<file path="src/rtl/mgmt_pkg.sv">
package mgmt_pkg;
  localparam int REG_W       = 16;
  localparam int FIELD_W     = 5;
  localparam int FRAME_BITS  = 64;
  localparam int PRE_BITS    = 32;
  localparam int HDR_BITS    = PRE_BITS + 2 + 2 + 2 * FIELD_W;  // driven in reads
  localparam int DATA_BITS   = 16;
  localparam int DATA_START  = FRAME_BITS - DATA_BITS;
  localparam int IDX_W       = $clog2(FRAME_BITS);
  localparam int IDLE_BIT    = 12;

  typedef enum logic [1:0] {
    OP_NOP0  = 2'b00,
    OP_WRITE = 2'b01,
    OP_READ  = 2'b10,
    OP_NOP3  = 2'b11
  } mgmt_op_e;

  typedef struct packed {
    mgmt_op_e             op;
    logic [FIELD_W-1:0]   phy;
    logic [FIELD_W-1:0]   regn;
  } mgmt_cmd_t;
endpackage

</file>
<file path="src/rtl/mgmt_mdc_gen.sv">
module mgmt_mdc_gen #(
  parameter int HALF_DIV = 40
) (
  input  logic clk,
  input  logic rst_n,
  input  logic run,
  output logic mdc,
  output logic rise_p,
  output logic fall_p
);
  localparam int CW = (HALF_DIV > 1) ? $clog2(HALF_DIV) : 1;
  localparam logic [CW-1:0] LAST = CW'(HALF_DIV - 1);

  logic [CW-1:0] cnt_q;
  logic          wrap;

  assign wrap   = run && (cnt_q == LAST);
  assign rise_p = wrap && !mdc;
  assign fall_p = wrap && mdc;

  always_ff @(posedge clk or negedge rst_n) begin
    if (!rst_n) begin
      cnt_q <= '0;
      mdc   <= 1'b0;
    end else if (!run) begin
      cnt_q <= '0;
      mdc   <= 1'b0;
    end else if (wrap) begin
      cnt_q <= '0;
      mdc   <= ~mdc;
    end else begin
      cnt_q <= cnt_q + 1'b1;
    end
  end
endmodule

</file>
<file path="src/rtl/mgmt_frame_eng.sv">
module mgmt_frame_eng
  import mgmt_pkg::*;
(
  input  logic                 clk,
  input  logic                 rst_n,
  input  logic                 start,
  input  mgmt_cmd_t            cmd,
  input  logic [REG_W-1:0]     wdata,
  input  logic                 rise_p,
  input  logic                 fall_p,
  input  logic                 mdio_i,
  output logic                 busy,
  output logic                 mdio_o,
  output logic                 mdio_oe,
  output logic                 rd_load,
  output logic [DATA_BITS-1:0] rd_value
);
  localparam logic [IDX_W-1:0] LAST_IDX  = IDX_W'(FRAME_BITS - 1);
  localparam logic [IDX_W-1:0] HDR_IDX   = IDX_W'(HDR_BITS);
  localparam logic [IDX_W-1:0] DATA_IDX  = IDX_W'(DATA_START);

  logic [FRAME_BITS-1:0] frame_q;
  logic [FRAME_BITS-1:0] frame_d;
  logic [IDX_W-1:0]      idx_q;
  logic                  is_rd_q;
  logic [DATA_BITS-1:0]  rx_q;
  logic [1:0]            ta_bits;

  assign ta_bits = (cmd.op == OP_READ) ? 2'b11 : 2'b10;
  assign frame_d = {{PRE_BITS{1'b1}}, 2'b01, cmd.op, cmd.phy, cmd.regn,
                    ta_bits, wdata};

  always_ff @(posedge clk or negedge rst_n) begin
    if (!rst_n) begin
      busy    <= 1'b0;
      frame_q <= '0;
      idx_q   <= '0;
      is_rd_q <= 1'b0;
    end else if (!busy) begin
      if (start) begin
        busy    <= 1'b1;
        frame_q <= frame_d;
        idx_q   <= '0;
        is_rd_q <= (cmd.op == OP_READ);
      end
    end else if (fall_p) begin
      if (idx_q == LAST_IDX) begin
        busy    <= 1'b0;
        frame_q <= '0;
      end else begin
        idx_q   <= idx_q + 1'b1;
        frame_q <= {frame_q[FRAME_BITS-2:0], 1'b0};
      end
    end
  end

  always_ff @(posedge clk or negedge rst_n) begin
    if (!rst_n) begin
      rx_q <= '0;
    end else if (busy && rise_p && is_rd_q && (idx_q >= DATA_IDX)) begin
      rx_q <= {rx_q[DATA_BITS-2:0], mdio_i};
    end
  end

  assign mdio_o   = busy && frame_q[FRAME_BITS-1];
  assign mdio_oe  = busy && (!is_rd_q || (idx_q < HDR_IDX));
  assign rd_load  = busy && fall_p && is_rd_q && (idx_q == LAST_IDX);
  assign rd_value = rx_q;
endmodule

</file>
<file path="src/rtl/mgmt_reg_bank.sv">
module mgmt_reg_bank
  import mgmt_pkg::*;
(
  input  logic                 clk,
  input  logic                 rst_n,
  input  logic                 we,
  input  logic [2:0]           addr,
  input  logic [REG_W-1:0]     wdata,
  input  logic                 busy,
  input  logic                 rd_load,
  input  logic [DATA_BITS-1:0] rd_value,
  output logic [REG_W-1:0]     rdata,
  output logic                 start,
  output mgmt_cmd_t            cmd_q,
  output mgmt_cmd_t            cmd_new,
  output logic [REG_W-1:0]     wr_data_q,
  output logic [DATA_BITS-1:0] rd_hold_q
);
  localparam logic [2:0] A_CTRL = 3'd0;
  localparam logic [2:0] A_WDAT = 3'd2;
  localparam logic [2:0] A_RDAT = 3'd4;
  localparam int CMD_W = $bits(mgmt_cmd_t);

  logic ctrl_we;
  logic op_active;

  assign cmd_new   = mgmt_cmd_t'(wdata[CMD_W-1:0]);
  assign ctrl_we   = we && (addr == A_CTRL);
  assign op_active = (cmd_new.op == OP_WRITE) || (cmd_new.op == OP_READ);
  assign start     = ctrl_we && !busy && op_active;

  always_ff @(posedge clk or negedge rst_n) begin
    if (!rst_n) begin
      cmd_q     <= '0;
      wr_data_q <= '0;
      rd_hold_q <= '0;
    end else begin
      if (start)                    cmd_q     <= cmd_new;
      if (we && (addr == A_WDAT))   wr_data_q <= wdata;
      if (rd_load)                  rd_hold_q <= rd_value;
    end
  end

  always_comb begin
    rdata = '0;
    case (addr)
      A_CTRL: begin
        rdata[CMD_W-1:0] = cmd_q;
        rdata[IDLE_BIT]  = !busy;
      end
      A_WDAT:  rdata = wr_data_q;
      A_RDAT:  rdata = rd_hold_q;
      default: rdata = '0;
    endcase
  end
endmodule

</file>
<file path="src/rtl/mgmt_bus_master.sv">
module mgmt_bus_master
  import mgmt_pkg::*;
#(
  parameter int HALF_DIV = 40
) (
  input  logic        clk,
  input  logic        rst_n,
  input  logic        reg_we,
  input  logic [2:0]  reg_addr,
  input  logic [15:0] reg_wdata,
  output logic [15:0] reg_rdata,
  output logic        mdc,
  output logic        mdio_o,
  output logic        mdio_oe,
  input  logic        mdio_i
);
  logic                 busy;
  logic                 start;
  logic                 rise_p;
  logic                 fall_p;
  logic                 rd_load;
  logic [DATA_BITS-1:0] rd_value;
  logic [DATA_BITS-1:0] rd_q;
  logic [REG_W-1:0]     wr_data;
  mgmt_cmd_t            cmd_q;
  mgmt_cmd_t            cmd_new;

  mgmt_reg_bank u_regs (
    .clk       (clk),
    .rst_n     (rst_n),
    .we        (reg_we),
    .addr      (reg_addr),
    .wdata     (reg_wdata),
    .busy      (busy),
    .rd_load   (rd_load),
    .rd_value  (rd_value),
    .rdata     (reg_rdata),
    .start     (start),
    .cmd_q     (cmd_q),
    .cmd_new   (cmd_new),
    .wr_data_q (wr_data),
    .rd_hold_q (rd_q)
  );

  mgmt_mdc_gen #(.HALF_DIV(HALF_DIV)) u_mdc (
    .clk    (clk),
    .rst_n  (rst_n),
    .run    (busy),
    .mdc    (mdc),
    .rise_p (rise_p),
    .fall_p (fall_p)
  );

  mgmt_frame_eng u_frame (
    .clk      (clk),
    .rst_n    (rst_n),
    .start    (start),
    .cmd      (cmd_new),
    .wdata    (wr_data),
    .rise_p   (rise_p),
    .fall_p   (fall_p),
    .mdio_i   (mdio_i),
    .busy     (busy),
    .mdio_o   (mdio_o),
    .mdio_oe  (mdio_oe),
    .rd_load  (rd_load),
    .rd_value (rd_value)
  );
endmodule

</file>
<file path="config.mk">
export PLATFORM = sky130hd
export DESIGN_NAME = mgmt_bus_master
export DESIGN_NICKNAME = d
export VERILOG_FILES = /design/src/rtl/mgmt_pkg.sv /design/src/rtl/mgmt_mdc_gen.sv /design/src/rtl/mgmt_frame_eng.sv /design/src/rtl/mgmt_reg_bank.sv /design/src/rtl/mgmt_bus_master.sv
export SDC_FILE = /design/constraint.sdc
export NUM_CORES = 1
export LEC_CHECK = 0
export ABC_AREA = 1
export BUFFER_PORTS_ARGS = -buffer_cell sky130_fd_sc_hd__buf_2
export CAP_MARGIN = 20
export CORE_UTILIZATION = 60
export CTS_CLUSTER_SIZE = 28
export DETAILED_ROUTE_END_ITERATION = 7
export GPL_ROUTABILITY_DRIVEN = 0
export PLACE_DENSITY = 0.79
export SKIP_LAST_GASP = 1
export SYNTH_ARGS = -nofsm -noshare
export SYNTH_HDL_FRONTEND = slang
export SYNTH_SLANG_ARGS = --single-unit
</file>
<file path="constraint.sdc">
create_clock -name clk -period 1.8 [get_ports clk]
set_input_delay 0.36 -clock clk [delete_from_list [all_inputs] [get_ports clk]]
set_output_delay 0.36 -clock clk [all_outputs]
set_load 0.05 [all_outputs]
</file>
# Yosys cells after proc, flatten, opt, wreduce, memory -nomap -nowiden
# Cells that the tools add are included.
# W data, S select, Z words.
[totals]
romBits = 0
ff_bits = 139
out_inout_bits = 19
n_memories = 0
latchBits = 0
inputBits = 23
elab_cells = 71
ram_bits = 0
[classes]
add_sub_neg = 2
n_mul = 0
n_shift = 0
n_reduce_logical = 25
n_bitwise = 2
eq_ne = 9
n_mux = 19
n_div = 0
n_lt_le_gt_ge = 2
[ops]
columns = ["op", "n"]
rows = [
  ["$mux W64", 4],
  ["$pmux W13 S3", 1],
  ["$mux W6", 6],
  ["$logic_and A1 B1 Y1", 15],
  ["$add A6 B1 Y6 const B", 2],
  ["$eq A6 B6 Y1 const B", 2],
  ["$mux W1", 7],
  ["$ge A6 B6 Y1 const B", 1],
  ["$lt A6 B6 Y1 const B", 1],
  ["$pmux W3 S2", 1],
  ["$ne A2 B2 Y1 const B", 2],
  ["$reduce_and A2 Y1", 2],
  ["$eq A3 B2 Y1 const B", 1],
  ["$eq A3 B3 Y1 const B", 1],
  ["$logic_not A1 Y1", 3],
  ["$logic_not A3 Y1", 1],
  ["$reduce_and A3 Y1", 1],
  ["$eq A2 B1 Y1 const B", 1],
  ["$eq A2 B2 Y1 const B", 1],
  ["$logic_or A1 B1 Y1", 2],
  ["$ne A2 B1 Y1 const B", 1],
  ["$not A1 Y1", 2],
  ["$reduce_bool A2 Y1", 1],
]

# Depth between registers and ports, before layout
[logic_depth]
depth_word = 6
mapped_depth = 10

# Cells and area by module
# From an unflattened synthesis, not the netlist that was laid out.
[unflattened]
hier_cells = 709
hier_area_um2 = 6408.6
[by_module_without_submodules]
columns = ["module", "cells_per_inst", "area_each_um2", "n_inst"]
rows = [
  ["mgmt_frame_eng", 407, 3832.4, 1],
  ["mgmt_reg_bank", 260, 2200.9, 1],
  ["mgmt_mdc_gen", 42, 375.4, 1],
]

# Least setup slack after synthesis
# No wires, ideal clock.
[synth_timing]
kind = "register to output"
startpoint = "register u_frame.is_rd_q"
endpoint = "output port mdio_oe"
arrival_ps = 1940
path_stages_with_launch = 6
t_required_ps = 1440
path_slack_ps = -500
path_cell_list = "dfrtp_1 > buf_2 > inv_1 > nor2_2 > buf_2 > nor3_1"
[synth_via]
elab_chain_len = 3
[synth_lines]
columns = ["element", "line", "source"]
rows = [
  ["start, declared", "mgmt_frame_eng.sv:25", "logic is_rd_q;"],
  ["start signal, assigned", "mgmt_frame_eng.sv:44", "is_rd_q <= (cmd.op == OP_READ);"],
  ["$logic_not A1 Y1", "mgmt_frame_eng.sv:66", "assign mdio_oe = busy && (!is_rd_q || (idx_q < HDR_IDX));"],
  ["$logic_or A1 B1 Y1", "mgmt_frame_eng.sv:66", ""],
  ["$logic_and A1 B1 Y1", "mgmt_frame_eng.sv:66", ""],
  ["end, declared", "mgmt_bus_master.sv:14", "output logic mdio_oe,"],
]
# Every way passes these cells.

# Final worst setup path
# Ends and elaborated chain as after synthesis.

==> metrics.md <==
| Metric | Value |
|---|---|
| Synth Area in XOR/XNOR | `less than 1%` |
| Leakage dissipation | `4.11 nW` |
| Final clock skew | `slightly above 7 ps` |
| CTS root buf | `clkbuf_8` |
| # IOs | `42` |
| Buffer and inverter count on the worst path | `3` |
| Syn Area/Cell | `8.04 sq um` |
| Layout Nets | `875` |
| Setup-failing EPs final | `1` |
| Worst r2r src | `u_frame.idx_q[1]` |
| Adder-cell share of the synthesized area | `less than 1%` |
| Setup crit end kind | `primary output` |
| Core footprint | `10,200 sq um` |
| Starting DRT DRC Count | `612` |
| TritonCTS Buffers | `17` |
| Congestion Overflow GR | `0` |
| Slew margin rel. | `67.9%` |
| Routed vias/inst | `5.77` |
| Net Count, Synth | `809` |
| Buffers on Ports | `41` |
| Mapped Cells | `around 800` |
| DP Area | `6790 sq um` |
| Synth Warn # | `0` |
| Fin. Hold Viols | `0` |
| Initial Util | `61.5%` |
| VDD IR max | `0.790 mV` |
| Outcome | `finished with violations` |
| Die Wd | `104 microns` |
| CP Cell Sequence | `inv_2 > nor4_4 > buf_4 > nor3_4 > buf_6` |
| Max H-tree Level | `4` |
| Main combinational cell family by area after synthesis | `simple AND/OR/NAND/NOR gates` |
| Post-route ant nets | `0` |
| Worst Tran Pin Value | `482 ps` |
| First drt pass iteration count | `6` |
| Row count | `37` |
| Fin Setup TNS | `-122 ps` |
| Asr flop ratio synth | `100%` |
| Reg-to-reg setup timing slack | `60 ps` |
| Clock Pin Slew Worst Setup and Hold Paths | `60 ps` |
| Crit path required time | `about 1400 ps` |
| Portion of netlist area occupied by mux cells | `0%` |
| Power, Total | `6.85 mW` |
| Crit. Startpoint | `u_frame.is_rd_q` |
| PD cells | `slightly below 900 nW/um^2` |
| Tcrit/Tclk final | `107%` |
| CP arrival | `1560 ps` |
| Kind of critical path | `reg2out` |
| Most common cell in the netlist | `nand2_1` |
| Largest net degree at the start of global routing | `53` |
| Mapped cell area | `6300 sq um` |
| Hold Startpoint | `mdio_i` |
| DR WL met3 | `1.30 mm` |
| Most frequent cells after synthesis | `nand2_1, dfrtp_1, nand3_1` |
| Routed wire length per instance | `around 17 microns` |
| DRC | `0` |
| Max stage delay cell, worst path | `dfrtp_1` |
| HPWL after detailed placement | `9.75 mm` |
| Final worst slack | `-122 ps` |
| Design area | `7740 sq um` |
| Global-route wire length before repair | `26.7 mm` |
| Synth Area in Compound Gates | `6.34%` |
| Worst Reg2Reg Path Length in Cells | `10` |
| CTS Buffer Depth | `2` |
| Synth top area share | `55.2%` |
| Hold Crit Depth | `3` |
| Type of origin of the critical path | `flip-flop` |
| Wire length on met1 | `approximately 6.9 mm` |
| CTS Sinks | `139` |
| Cell taking the most area after synthesis | `dfrtp_1` |
| Antenna violations before repair | `0` |
| Reg-to-reg endpoint | `u_frame.frame_q[43]` |
| Top delay family on crit path | `buffers and inverters` |
| Max Slew Vio Count | `0` |
| Routed WL | `16.8 mm` |
| Vias in the first global route | `around 5,500` |
| RSZ-0062 raised after global routing | `yes` |
| FILL cells | `702` |
| Largest fanout on the critical path | `3` |
| Post-synth top flop | `dfrtp_1` |
| N_diodes | `0` |
| Synth Register Bits | `139` |
| Worst Hold Path EP | `u_frame.rd_value[0]` |
| Synth cell types | `32` |
| Failing checks | `setup timing` |
| CTS tree | `done` |
| Max Clk Rate | `about 0.52 GHz` |
| Gr usage total | `a little under a third` |
| Syn-to-layout area delta | `23.0%` |
| Hold WC Path Type | `in2reg` |
| # Max-Cap Violations | `0` |
| CP peak stage delay | `390 ps` |
| Vias | `5,756` |
| Die Height | `104 microns` |
| Final min period | `a little under 2000 ps` |
| Met2 wire length | `8.11 mm` |
| Worst-Skew Late Latency | `540 ps` |
| DIE AREA | `10,900 sq um` |
| Number of synthesized flops with an enable pin | `0` |
| Share of cells above drive strength 1 | `between 10% and 20%` |
| Post-synthesis sequential area ratio | `55.2%` |
| Area contributors post-synth | `dfrtp_1, nand2_1, nand3_1` |
| Uppermost routed layer | `met4` |
| Post-synthesis simple-gate area fraction | `between 30% and 40%` |
| Hold WS | `between 50 and 60 ps` |
## per-stage QoR
stage | instances | utilization, % | setup slack (ps)
floorplan | 783 | - | 2.75
global placement | 943 | 66.3 | -21.9
detailed placement | 943 | 66.3 | -49.0
CTS | 987 | 73.6 | -108
global route | 998 | 75.7 | -184
finish | 998 | 75.7 | -122
## flip-flops by register name, indices dropped and copies added, names as in the netlist
name and cells:
u_frame.is_rd_q 1, u_regs.wr_data_q 16, u_regs.rd_hold_q 16, u_frame.rd_value 16, u_frame.busy 1, u_mdc.mdc 1
u_frame.idx_q 6, u_mdc.cnt_q 6, u_frame.frame_q 64, u_regs.cmd_q 12
## area by class of cell
type	instances	area (sq um)	area share [%]
clock inverter	6	60.1	0.775
timing repair buffer	93	858	11.1
clock buffer	26	498	6.43
inverter	34	139	1.79
tap	136	170	2.20
sequential	139	3480	44.9
multi-input combinational	564	2540	32.8
## worst register-to-register path, delay by kind of cell, from the launching register on
kind / cells / cell delay (ps)
DFF: 1 / 390
AOI/OAI and AO/OA: 1 / 190
adders and majority gates: 1 / 180
buffers and inverters: 4 / 510
and+or+nand+nor: 4 / 380
## cells in the final DEF, fill, tap and decap left out, drive strengths merged, types with 2 or more instances in the layout
cell      count
nand3b        2
a22o          3
dfrtp       139
inv          32
o21ai        70
nand2       330
ha            3
nor3          5
clkbuf       38
buf          78
a21oi         3
nand3        70
nor2         53
nor4          2
bufbuf        2
clkinvlp      3
clkinv        4
nand4        19
## per-layer routing
layer / track usage [%] / up-vias
li1: - / 2642
met1: 42.1 / 2785
met2: 49.6 / 279
met4: 15.1 / 0
met3: 8.08 / 50
met5: 0 / -
## power breakdown
group	total, mW	switching [mW]	internal [mW]
combinational	0.308	0.211	0.0966
clock	3.28	1.27	2.01
sequential	3.26	0.0688	3.19
## how the worst max path moves through the flow
stage | slack [ps] | depth (start not counted) | endpoint
after detailed placement | -50 | 9 | u_frame.frame_q[43]
after floorplan | 3 | 4 | reg_rdata[11]
after CTS | -110 | 5 | mdio_oe
after global routing | -180 | 5 | mdio_oe
after global placement | -20 | 9 | u_frame.frame_q[0]
final | -120 | 5 | mdio_oe
## repair_timing
action                     CTS  global route
pin swaps                    2             6
hold endpoints to repair    46             0
cloned                       3             3
setup buffers                8             8
hold buffers                 1             0
setup endpoints to repair    7           102
resized for setup           16            31
## logic make-up (layout without fill, tap and decap cells)
family,count (synthesis),after routing
simple gates,482,482
flops,139,139
buf+inv,80,159
compound gates,77,77
fa+ha+maj,3,3
xor+xnor,2,2
Note: power is estimated with default switching activity, not from simulation.
